$ cat config.mk
export PLATFORM = sky130hd
export DESIGN_NAME = birq_top
export DESIGN_NICKNAME = d
export VERILOG_FILES = /design/src/rtl/birq_pkg.sv /design/src/rtl/birq_src0_latch.sv /design/src/rtl/birq_cfg_regs.sv /design/src/rtl/birq_prio_enc.sv /design/src/rtl/birq_top.sv
export SDC_FILE = /design/constraint.sdc
export NUM_CORES = 1
export LEC_CHECK = 0
export BUFFER_PORTS_ARGS = -buffer_cell sky130_fd_sc_hd__buf_2
export CAP_MARGIN = 0
export CORE_AREA = 2 2 146 148
export CTS_BUF_LIST = sky130_fd_sc_hd__clkbuf_4
export CTS_CLUSTER_DIAMETER = 60
export DETAILED_ROUTE_END_ITERATION = 6
export DIE_AREA = 0 0 148 150
export PLACE_DENSITY_LB_ADDON = 0.2
export SKIP_CTS_REPAIR_TIMING = 1
export SYNTH_ARGS = -nofsm -noshare
export SYNTH_HDL_FRONTEND = slang
export SYNTH_SLANG_ARGS = --single-unit
$ cat constraint.sdc
create_clock -name clk -period 3.9 [get_ports clk]
set_input_delay 0 -clock clk [delete_from_list [all_inputs] [get_ports clk]]
set_output_delay 0 -clock clk [all_outputs]
set_load 0.05 [all_outputs]
$ cat src/rtl/birq_pkg.sv
// Package: shared offsets and the trigger encoding of the banked interrupt controller.
// Assumes byte addressing with word-aligned registers.
package birq_pkg;
    localparam int unsigned REG_W     = 32;
    localparam logic [7:0]  OFF_VEC   = 8'h00;
    localparam logic [7:0]  OFF_PROT  = 8'h08;
    localparam logic [7:0]  OFF_XCTL  = 8'h0C;
    localparam logic [7:0]  OFF_PEND  = 8'h10;
    localparam logic [7:0]  OFF_EN    = 8'h40;
    localparam logic [7:0]  OFF_MSK   = 8'h50;

    typedef enum logic [1:0] {
        TRIG_LOW  = 2'd0,
        TRIG_HIGH = 2'd1,
        TRIG_FALL = 2'd2,
        TRIG_RISE = 2'd3
    } trig_e;
endpackage

$ cat src/rtl/birq_src0_latch.sv
// Module: sticky pending flag for the external source 0.
// Sets on the selected level or edge; cleared by an acknowledge pulse.
// A set condition in the same cycle as the acknowledge wins.
module birq_src0_latch
    import birq_pkg::*;
(
    input  logic       clk,
    input  logic       rst_n,
    input  logic       src,
    input  trig_e      trig,
    input  logic       ack,
    output logic       pend
);
    logic prev_q;
    logic set_now;

    // Trigger condition for the selected mode.
    always_comb begin
        unique case (trig)
            TRIG_LOW:  set_now = ~src;
            TRIG_HIGH: set_now = src;
            TRIG_FALL: set_now = prev_q & ~src;
            default:   set_now = ~prev_q & src;
        endcase
    end

    // Previous input sample for the edge modes.
    always_ff @(posedge clk) begin
        if (!rst_n) prev_q <= 1'b0;
        else        prev_q <= src;
    end

    // Sticky flag: set has priority over acknowledge.
    always_ff @(posedge clk) begin
        if (!rst_n)       pend <= 1'b0;
        else if (set_now) pend <= 1'b1;
        else if (ack)     pend <= 1'b0;
    end

    AST_SRC0_HOLD: assert property (@(posedge clk) disable iff (!rst_n)
        pend && !ack |=> pend);
    AST_SRC0_ACK: assert property (@(posedge clk) disable iff (!rst_n)
        ack && !set_now |=> !pend);
    AST_SRC0_RISE: assert property (@(posedge clk) disable iff (!rst_n)
        (trig == TRIG_RISE) && src && !$past(src) && $past(rst_n) |=> pend);
endmodule

$ cat src/rtl/birq_cfg_regs.sv
// Module: enable and mask words per bank, the protection bit and the trigger field.
// Each write strobe is decoded by the parent; all fields reset to 0.
module birq_cfg_regs
    import birq_pkg::*;
#(
    parameter int unsigned NUM_BANKS = 3,
    localparam int unsigned NSRC = NUM_BANKS * REG_W
) (
    input  logic                 clk,
    input  logic                 rst_n,
    input  logic [NUM_BANKS-1:0] en_we,
    input  logic [NUM_BANKS-1:0] msk_we,
    input  logic                 prot_we,
    input  logic                 xctl_we,
    input  logic [REG_W-1:0]     wdata,
    output logic [NSRC-1:0]      en,
    output logic [NSRC-1:0]      msk,
    output logic                 prot,
    output trig_e                trig
);
    for (genvar b = 0; b < NUM_BANKS; b++) begin : g_bank
        // Enable and mask word of bank b.
        always_ff @(posedge clk) begin
            if (!rst_n) begin
                en[b*REG_W +: REG_W]  <= '0;
                msk[b*REG_W +: REG_W] <= '0;
            end else begin
                if (en_we[b])  en[b*REG_W +: REG_W]  <= wdata;
                if (msk_we[b]) msk[b*REG_W +: REG_W] <= wdata;
            end
        end
    end

    // Protection bit and source-0 trigger field.
    always_ff @(posedge clk) begin
        if (!rst_n) begin
            prot <= 1'b0;
            trig <= TRIG_LOW;
        end else begin
            if (prot_we) prot <= wdata[0];
            if (xctl_we) trig <= trig_e'(wdata[1:0]);
        end
    end

    AST_PROT_STABLE: assert property (@(posedge clk) disable iff (!rst_n)
        !prot_we |=> $stable(prot));
    AST_EN_STABLE: assert property (@(posedge clk) disable iff (!rst_n)
        (en_we == '0) |=> $stable(en));
endmodule

$ cat src/rtl/birq_prio_enc.sv
// Module: lowest-index picker over the active-source vector.
// Purely combinational; idx is 0 when nothing is found.
module birq_prio_enc #(
    parameter int unsigned N = 96,
    localparam int unsigned IDX_W = $clog2(N)
) (
    input  logic [N-1:0]     req,
    output logic             found,
    output logic [IDX_W-1:0] idx
);
    // Scan from the top so the lowest set bit is the last assignment.
    always_comb begin
        found = 1'b0;
        idx   = '0;
        for (int i = N - 1; i >= 0; i--) begin
            if (req[i]) begin
                found = 1'b1;
                idx   = IDX_W'(i);
            end
        end
    end
endmodule

$ cat src/rtl/birq_top.sv
// Module: banked vectored interrupt controller top.
// Decodes the register port, forms pending/active vectors and registers the request.
// Assumes addr_i is a byte offset; reads are combinational.
module birq_top
    import birq_pkg::*;
#(
    parameter int unsigned NUM_BANKS = 3,
    parameter int unsigned ADDR_W    = 8,
    localparam int unsigned NSRC  = NUM_BANKS * REG_W,
    localparam int unsigned IDX_W = $clog2(NSRC)
) (
    input  logic              clk,
    input  logic              rst_n,
    input  logic [NSRC-1:0]   src_i,
    input  logic              wr_en_i,
    input  logic [ADDR_W-1:0] addr_i,
    input  logic [REG_W-1:0]  wdata_i,
    output logic [REG_W-1:0]  rdata_o,
    output logic              irq_o
);
    logic [NUM_BANKS-1:0] en_we, msk_we;
    logic                 prot_we, xctl_we, ack0;
    logic [NSRC-1:0]      en, msk, pend, act;
    logic                 prot, pend0;
    trig_e                trig;
    logic                 vec_found;
    logic [IDX_W-1:0]     vec_idx;

    // Write strobe decode per bank.
    for (genvar b = 0; b < NUM_BANKS; b++) begin : g_dec
        assign en_we[b]  = wr_en_i && addr_i == ADDR_W'(OFF_EN)  + ADDR_W'(4 * b);
        assign msk_we[b] = wr_en_i && addr_i == ADDR_W'(OFF_MSK) + ADDR_W'(4 * b);
    end
    assign prot_we = wr_en_i && addr_i == ADDR_W'(OFF_PROT);
    assign xctl_we = wr_en_i && addr_i == ADDR_W'(OFF_XCTL);
    assign ack0    = wr_en_i && addr_i == ADDR_W'(OFF_PEND) && wdata_i[0];

    birq_cfg_regs #(.NUM_BANKS(NUM_BANKS)) u_cfg (
        .clk(clk), .rst_n(rst_n), .en_we(en_we), .msk_we(msk_we),
        .prot_we(prot_we), .xctl_we(xctl_we), .wdata(wdata_i),
        .en(en), .msk(msk), .prot(prot), .trig(trig)
    );

    birq_src0_latch u_src0 (
        .clk(clk), .rst_n(rst_n), .src(src_i[0]), .trig(trig),
        .ack(ack0), .pend(pend0)
    );

    assign pend = {src_i[NSRC-1:1], pend0};
    assign act  = pend & en & ~msk;

    birq_prio_enc #(.N(NSRC)) u_pick (
        .req(act), .found(vec_found), .idx(vec_idx)
    );

    // Registered request towards the processor.
    always_ff @(posedge clk) begin
        if (!rst_n) irq_o <= 1'b0;
        else        irq_o <= |act;
    end

    // Combinational read mux; unmapped or misaligned offsets read 0.
    always_comb begin
        rdata_o = '0;
        if (addr_i[1:0] == 2'b00) begin
            if (addr_i == ADDR_W'(OFF_VEC))  rdata_o = REG_W'({vec_idx, 2'b00});
            if (addr_i == ADDR_W'(OFF_PROT)) rdata_o = REG_W'(prot);
            if (addr_i == ADDR_W'(OFF_XCTL)) rdata_o = REG_W'(trig);
            for (int b = 0; b < int'(NUM_BANKS); b++) begin
                if (addr_i == ADDR_W'(OFF_PEND) + ADDR_W'(4 * b)) rdata_o = pend[b*REG_W +: REG_W];
                if (addr_i == ADDR_W'(OFF_EN)   + ADDR_W'(4 * b)) rdata_o = en[b*REG_W +: REG_W];
                if (addr_i == ADDR_W'(OFF_MSK)  + ADDR_W'(4 * b)) rdata_o = msk[b*REG_W +: REG_W];
            end
        end
    end

    AST_IRQ_FOLLOWS_PICK: assert property (@(posedge clk) disable iff (!rst_n)
        1'b1 |=> irq_o == $past(vec_found));
    AST_VEC_IS_ACTIVE: assert property (@(posedge clk) disable iff (!rst_n)
        vec_found |-> act[vec_idx]);
    AST_VEC_LOWEST: assert property (@(posedge clk) disable iff (!rst_n)
        vec_found |-> (act & ((NSRC'(1) << vec_idx) - NSRC'(1))) == '0);
    AST_VEC_ZERO_IDLE: assert property (@(posedge clk) disable iff (!rst_n)
        !vec_found |-> vec_idx == '0);
endmodule

Yosys cells after proc, flatten, opt, wreduce, memory -nomap -nowiden. Cells that the tools add are included.

Memories kept: 0. Register bits: 198. Input bits: 139. Latch bits: 0. Bits in writable memories: 0. Output and inout bits: 33. Logic and storage cells: 158. Memory bits (read-only): 0.

Bitwise logic cells: 7. Order comparisons: 0. Add/subtract/negate cells: 0. Div/mod/pow operators: 0. $mul: 0. Muxes and demuxes: 112. Eq/ne operators: 13. Reductions and logical operators: 15. Shifts and indexed selects: 0.

Operator list (number): $mux W7 (96); $mux W32 (12); $and A96 B96 Y96 (2); $not A96 Y96 (1); $reduce_or A96 Y1 (1); $eq A8 B7 Y1 const B (6); $eq A8 B5 Y1 const B (3); $eq A8 B4 Y1 const B (2); $logic_and A1 B1 Y1 (10); $mux W9 (1); $logic_not A8 Y1 (1); $logic_not A2 Y1 (2); $pmux W1 S3 (1); $and A1 B1 Y1 (2); $eq A2 B1 Y1 const B (1); $eq A2 B2 Y1 const B (1); $mux W1 (2); $not A1 Y1 (2); $reduce_bool A2 Y1 (1).

Depth between registers and ports, before layout.
Depth in word-level cells: 111. Gate-level depth with buffers: 9. Gate-level depth less buffers: 8.

By module. A second synthesis with hierarchy kept.

Cells, all modules: 1600. Area, all modules: 12977.4 sq um.

Modules (own cells, without submodules): birq_cfg_regs (area an instance 7427.1 sq um, seq. area each 3903.7 sq um, times used 1, cells each 631); birq_top (area an instance 4227.8 sq um, seq. area each 20.0 sq um, times used 1, cells each 735); birq_prio_enc (area an instance 1241.2 sq um, seq. area each 0.0 sq um, times used 1, cells each 225); birq_src0_latch (area an instance 81.3 sq um, seq. area each 40.0 sq um, times used 1, cells each 9).

Worst setup path after synthesis. OpenSTA, ideal clock, no wires.

Path kind: reg2out. Start point: register u_cfg.msk[13]. End point: output rdata_o[8]. Stages on the path, launching flop included: 7. Arrival time: 2.578 ns. Setup slack: 1.322 ns. Required time: 3.900 ns. Buffers on the path: 0. Cells stage by stage: dfxtp_1 -> nand3b_1 -> o21ai_0 -> or3_1 -> nor3_1 -> nand3_1 -> o31ai_1.

Cells in the longest elaborated chain, start to end: 29.

RTL lines: start: declaration (RTL line birq_cfg_regs.sv:17) `output logic [NSRC-1:0] msk,`; start signal: indexed assignment (RTL line birq_cfg_regs.sv:29) `if (msk_we[b]) msk[b*REG_W +: REG_W] <= wdata;`; $not A96 Y96 (RTL line birq_top.sv:50) `assign act = pend & en & ~msk;`; $and A96 B96 Y96 (RTL line birq_top.sv:50); $mux W7 (14 in series) (RTL line birq_prio_enc.sv:16) `if (req[i]) begin`; $mux W9 (RTL line birq_top.sv:66) `if (addr_i == ADDR_W'(OFF_VEC)) rdata_o = REG_W'({vec_idx, 2'b00});`; $mux W32 (RTL line birq_top.sv:67) `if (addr_i == ADDR_W'(OFF_PROT)) rdata_o = REG_W'(prot);`; $mux W32 (RTL line birq_top.sv:68) `if (addr_i == ADDR_W'(OFF_XCTL)) rdata_o = REG_W'(trig);`; $mux W32 (RTL line birq_top.sv:70) `if (addr_i == ADDR_W'(OFF_PEND) + ADDR_W'(4 * b)) rdata_o = pend[b*REG_W +: REG_W];`; $mux W32 (RTL line birq_top.sv:71) `if (addr_i == ADDR_W'(OFF_EN) + ADDR_W'(4 * b)) rdata_o = en[b*REG_W +: REG_W];`; $mux W32 (RTL line birq_top.sv:72) `if (addr_i == ADDR_W'(OFF_MSK) + ADDR_W'(4 * b)) rdata_o = msk[b*REG_W +: REG_W];`; $mux W32 (RTL line birq_top.sv:70); $mux W32 (RTL line birq_top.sv:71); $mux W32 (RTL line birq_top.sv:72); $mux W32 (RTL line birq_top.sv:70); $mux W32 (RTL line birq_top.sv:71); $mux W32 (RTL line birq_top.sv:72); $mux W32 (RTL line birq_top.sv:65) `if (addr_i[1:0] == 2'b00) begin`; end: declaration (RTL line birq_top.sv:18) `output logic [REG_W-1:0] rdata_o,`.

No other way between the ends.

Worst setup path after layout.
Start point: register u_cfg.msk[87]. End point: output rdata_o[3].

Cells in the longest elaborated chain, start to end: 103.

RTL lines (RTL line): $not A96 Y96 (birq_top.sv:50); $and A96 B96 Y96 (birq_top.sv:50); $mux W7 (88 in series) (birq_prio_enc.sv:16); $mux W9 (birq_top.sv:66); $mux W32 (birq_top.sv:67); $mux W32 (birq_top.sv:68); $mux W32 (birq_top.sv:70); $mux W32 (birq_top.sv:71); $mux W32 (birq_top.sv:72); $mux W32 (birq_top.sv:70); $mux W32 (birq_top.sv:71); $mux W32 (birq_top.sv:72); $mux W32 (birq_top.sv:70); $mux W32 (birq_top.sv:71); $mux W32 (birq_top.sv:72); $mux W32 (birq_top.sv:65).

No other way between the ends.

==> metrics.cfg <==
[floorplanning]
dieHeight_um=150
die_w_um=148
start_util_pct=54.31
core_area_um2=20690
die_area_um2=22200
num_rows=53
pin_count=172

[sta]
finClkSkew_ps=26.98
max_freq_mhz=304.4
fin_ws_ps=614.3
tightest_slew_ps=1035
slew_headroom_pct=30.78
final-setup-viol-count=0
finalHoldViolCount=0
post-route-min-period_ps=3286
period_share_pct=84.25
rsz0062_at_grt=false
setup_tns_ps=0
drv_slew=0
whs_ps=73.94

[power_and_ir_drop]
p_int_mw=2.606
power.density_nw_per_um2=272.3
seq_power_share_pct=58.0
switching_share_pct=25.63
ir_worst_vdd_uv=188.6
power.total_mw=3.505
switchingPower_uw=898.3
power_leakage_nw=4.919
comb_power_share_pct=7.8
p_clk_share_pct=34.3

[final_layout]
syn2layout_area_growth_pct=14.52
final_nets=1772
design_area_um2=12870
drive_gt1_share_pct=14.95

[critical_path]
path_max_fanout=3
required_ps=3900
critPathSlowestCell=a211oi_1
crit_arrival_ps=3290
cpMostUsedCell=o21ai_0
cpLargestDelayFamily=compound AO/OA/AOI/OAI gates
crit_buf_inv=1
worst-setup-path-type=register to primary output
endpoint_kind=primary output
worst_setup_path_start_kind=register
path_cells=and3b_1, nor2b_1, o21ai_0, a21oi_1, o21ai_0, a211oi_1, a21boi_1, buf_2
critPathMaxStageDelay_ps=570

[clocking]
clockBufferDepth=2
cts_sinks=198
cts_buffers=17
clk_pin_slew_ps=160
clk_latency_ps=610
clockRootBuffer=clkbuf_4
cts_tree=done
h-tree-depth=4

[global_route]
grt-ovfl-total=0
grt_pass1_vias=10980
grt_first_pass_wirelength_mm=60.60
grt_max_degree=84
antenna_found_initial=1
track_usage_pct=35.21

[placed_design]
hpwl_mm=27.67
place_area_um2=12160
gp_congestion=1.079
io_buffer_count=171
pre_cts_ws_ps=1254

[routing]
first_pass_iters=7
drc=2
routed_wirelength_mm=40.27
wire_per_inst_um=20.94
vias_per_cell=6.240
first_iter_violations=1593
final_antenna_net_count=0
vias=12000

[logic_synthesis]
synth_edf_count=0
seq_area_frac_synth_pct=35.27
synth_compound_area_share_pct=28.48
synthMuxAreaShare_pct=0.08908
synth_cell_types=62
synth.avg_cell_area_um2=7.593
syn-num-nets=1619
ys_ff_latch=198
syn_area_um2=11240
synthAdderAreaFrac_pct=0
synthSimpleGateAreaFrac_pct=31.79
synthesis.instances=1480
synth_top_family_by_area=simple AND/OR/NAND/NOR gates
yosysWarnings=0
synthFlopType=dfxtp_1
synth-xor-area-share_pct=0.1559
async_flop_share_pct=0

[status]
violations=DRC
outcome=complete, but fails checks

[worst_hold_path]
hold_path_class=input port to register

[run]
maxCapViolCount=0

-- flip-flops by register name, indices dropped and copies added, names as in the netlist --
name           cells
u_src0.pend        1
u_cfg.msk         96
irq_o              1
u_src0.prev_q      1
u_cfg.prot         1
u_cfg.en          96
u_cfg.trig         2
-- area by class of cell --
type / instances / area, µm²
repair buffers: 236 / 1449
clock inverters: 13 / 153.9
well taps: 275 / 344.1
multi-input cells: 1179 / 6807
inverters: 1 / 3.754
flip-flops and latches: 198 / 3964
diodes: 2 / 5.005
clock buffers: 19 / 142.6
fillers: 1928 / 7821
-- layer usage --
layer	wire length [µm]	vias to the layer above	part of all wire, %	GRT usage, %
met5	0	-	0	0
met1	16180	5603	40	45.65
li1	-	5609	-	-
met4	1172	0	2.9	11.71
met3	4207	108	10	8.323
met2	18710	680	46	57.87
-- worst register-to-register path, stage by stage (launching register included) --
cell	delay, ps
dfxtp_1	380
nand3b_1	190
nand4_1	190
nor4_1	590
nor2b_1	340
nor2b_1	240
nand4_1	110
o21a_1	220
-- final timing paths --
kind / slack, ps / to / from / cells after the start
setup / recovery: 610 / rdata_o[3] / u_cfg.msk[87] / 8
hold / removal: 70 / u_cfg.trig[0] / addr_i[3] / 5
setup reg to reg: 1550 / irq_o / u_cfg.msk[91] / 7
hold reg to reg: 480 / u_cfg.en[85] / u_cfg.en[85] / 2
-- cell families after synthesis --
| family | Yosys count |
|---|---|
| AND/OR/NAND/NOR | 755 |
| multiplexers | 1 |
| XOR/XNOR | 2 |
| buffers and inverters | 103 |
| AO/OA/AOI/OAI | 421 |
| flip-flops | 198 |
-- power by group through the flow --
stage / logic (mW) / registers (mW) / clock network [mW]
2_1_floorplan: 0.0876 / 2.07 / 0
3_3_place_gp: 0.237 / 2.07 / 0
3_5_place_dp: 0.237 / 2.07 / 0
4_1_cts: 0.237 / 2.03 / 1.20
5_1_grt: 0.288 / 2.03 / 1.28
6_report: 0.272 / 2.03 / 1.20
-- cell usage in the layout (no fill, tap or decap), types with 13 or more instances in the layout --
master         synthesis  layout
dfxtp_1              198     198
and2_1                12      13
buf_4                  2      25
a22oi_1               20      20
nor2_1                62      62
a221oi_1              15      15
a21oi_1               43      43
dlygate4sd3_1          0      41
buf_2                 45     170
clkbuf_4               0      19
a21boi_1              22      22
nand3b_1              75      75
nor3_1                14      14
nand2_1              484     483
and3b_1               20      20
nand3_1               26      26
a21boi_0             175     175
a222oi_1              44      44
o21ai_0               25      25
-- per-stage QoR --
step                      cells  util [%]
after floorplan            1480         -
after CTS                  1880     60.19
after global placement     1848     58.76
after global routing       1923     62.20
after detailed placement   1848     58.76
final                      1923     62.20
-- synthesized netlist by cell type (11+ instances only) --
| library cell | number | area [µm²] |
|---|---|---|
| a222oi_1 | 44 | 440.4 |
| a21oi_1 | 43 | 215.2 |
| a21boi_0 | 175 | 1314 |
| nand3_1 | 26 | 130.1 |
| nor2_1 | 62 | 232.7 |
| o21ai_0 | 25 | 125.1 |
| a21boi_1 | 22 | 165.2 |
| nand2_1 | 484 | 1817 |
| and2_1 | 12 | 75.07 |
| clkbuf_1 | 52 | 195.2 |
| buf_2 | 45 | 225.2 |
| a211oi_1 | 11 | 82.58 |
| nand3b_1 | 75 | 563.0 |
| dfxtp_1 | 198 | 3964 |
| a22oi_1 | 20 | 150.1 |
| a221oi_1 | 15 | 131.4 |
| nor3_1 | 14 | 70.07 |
| and3b_1 | 20 | 175.2 |
| nor2b_1 | 11 | 68.82 |
(Power assumes the default switching activity.)
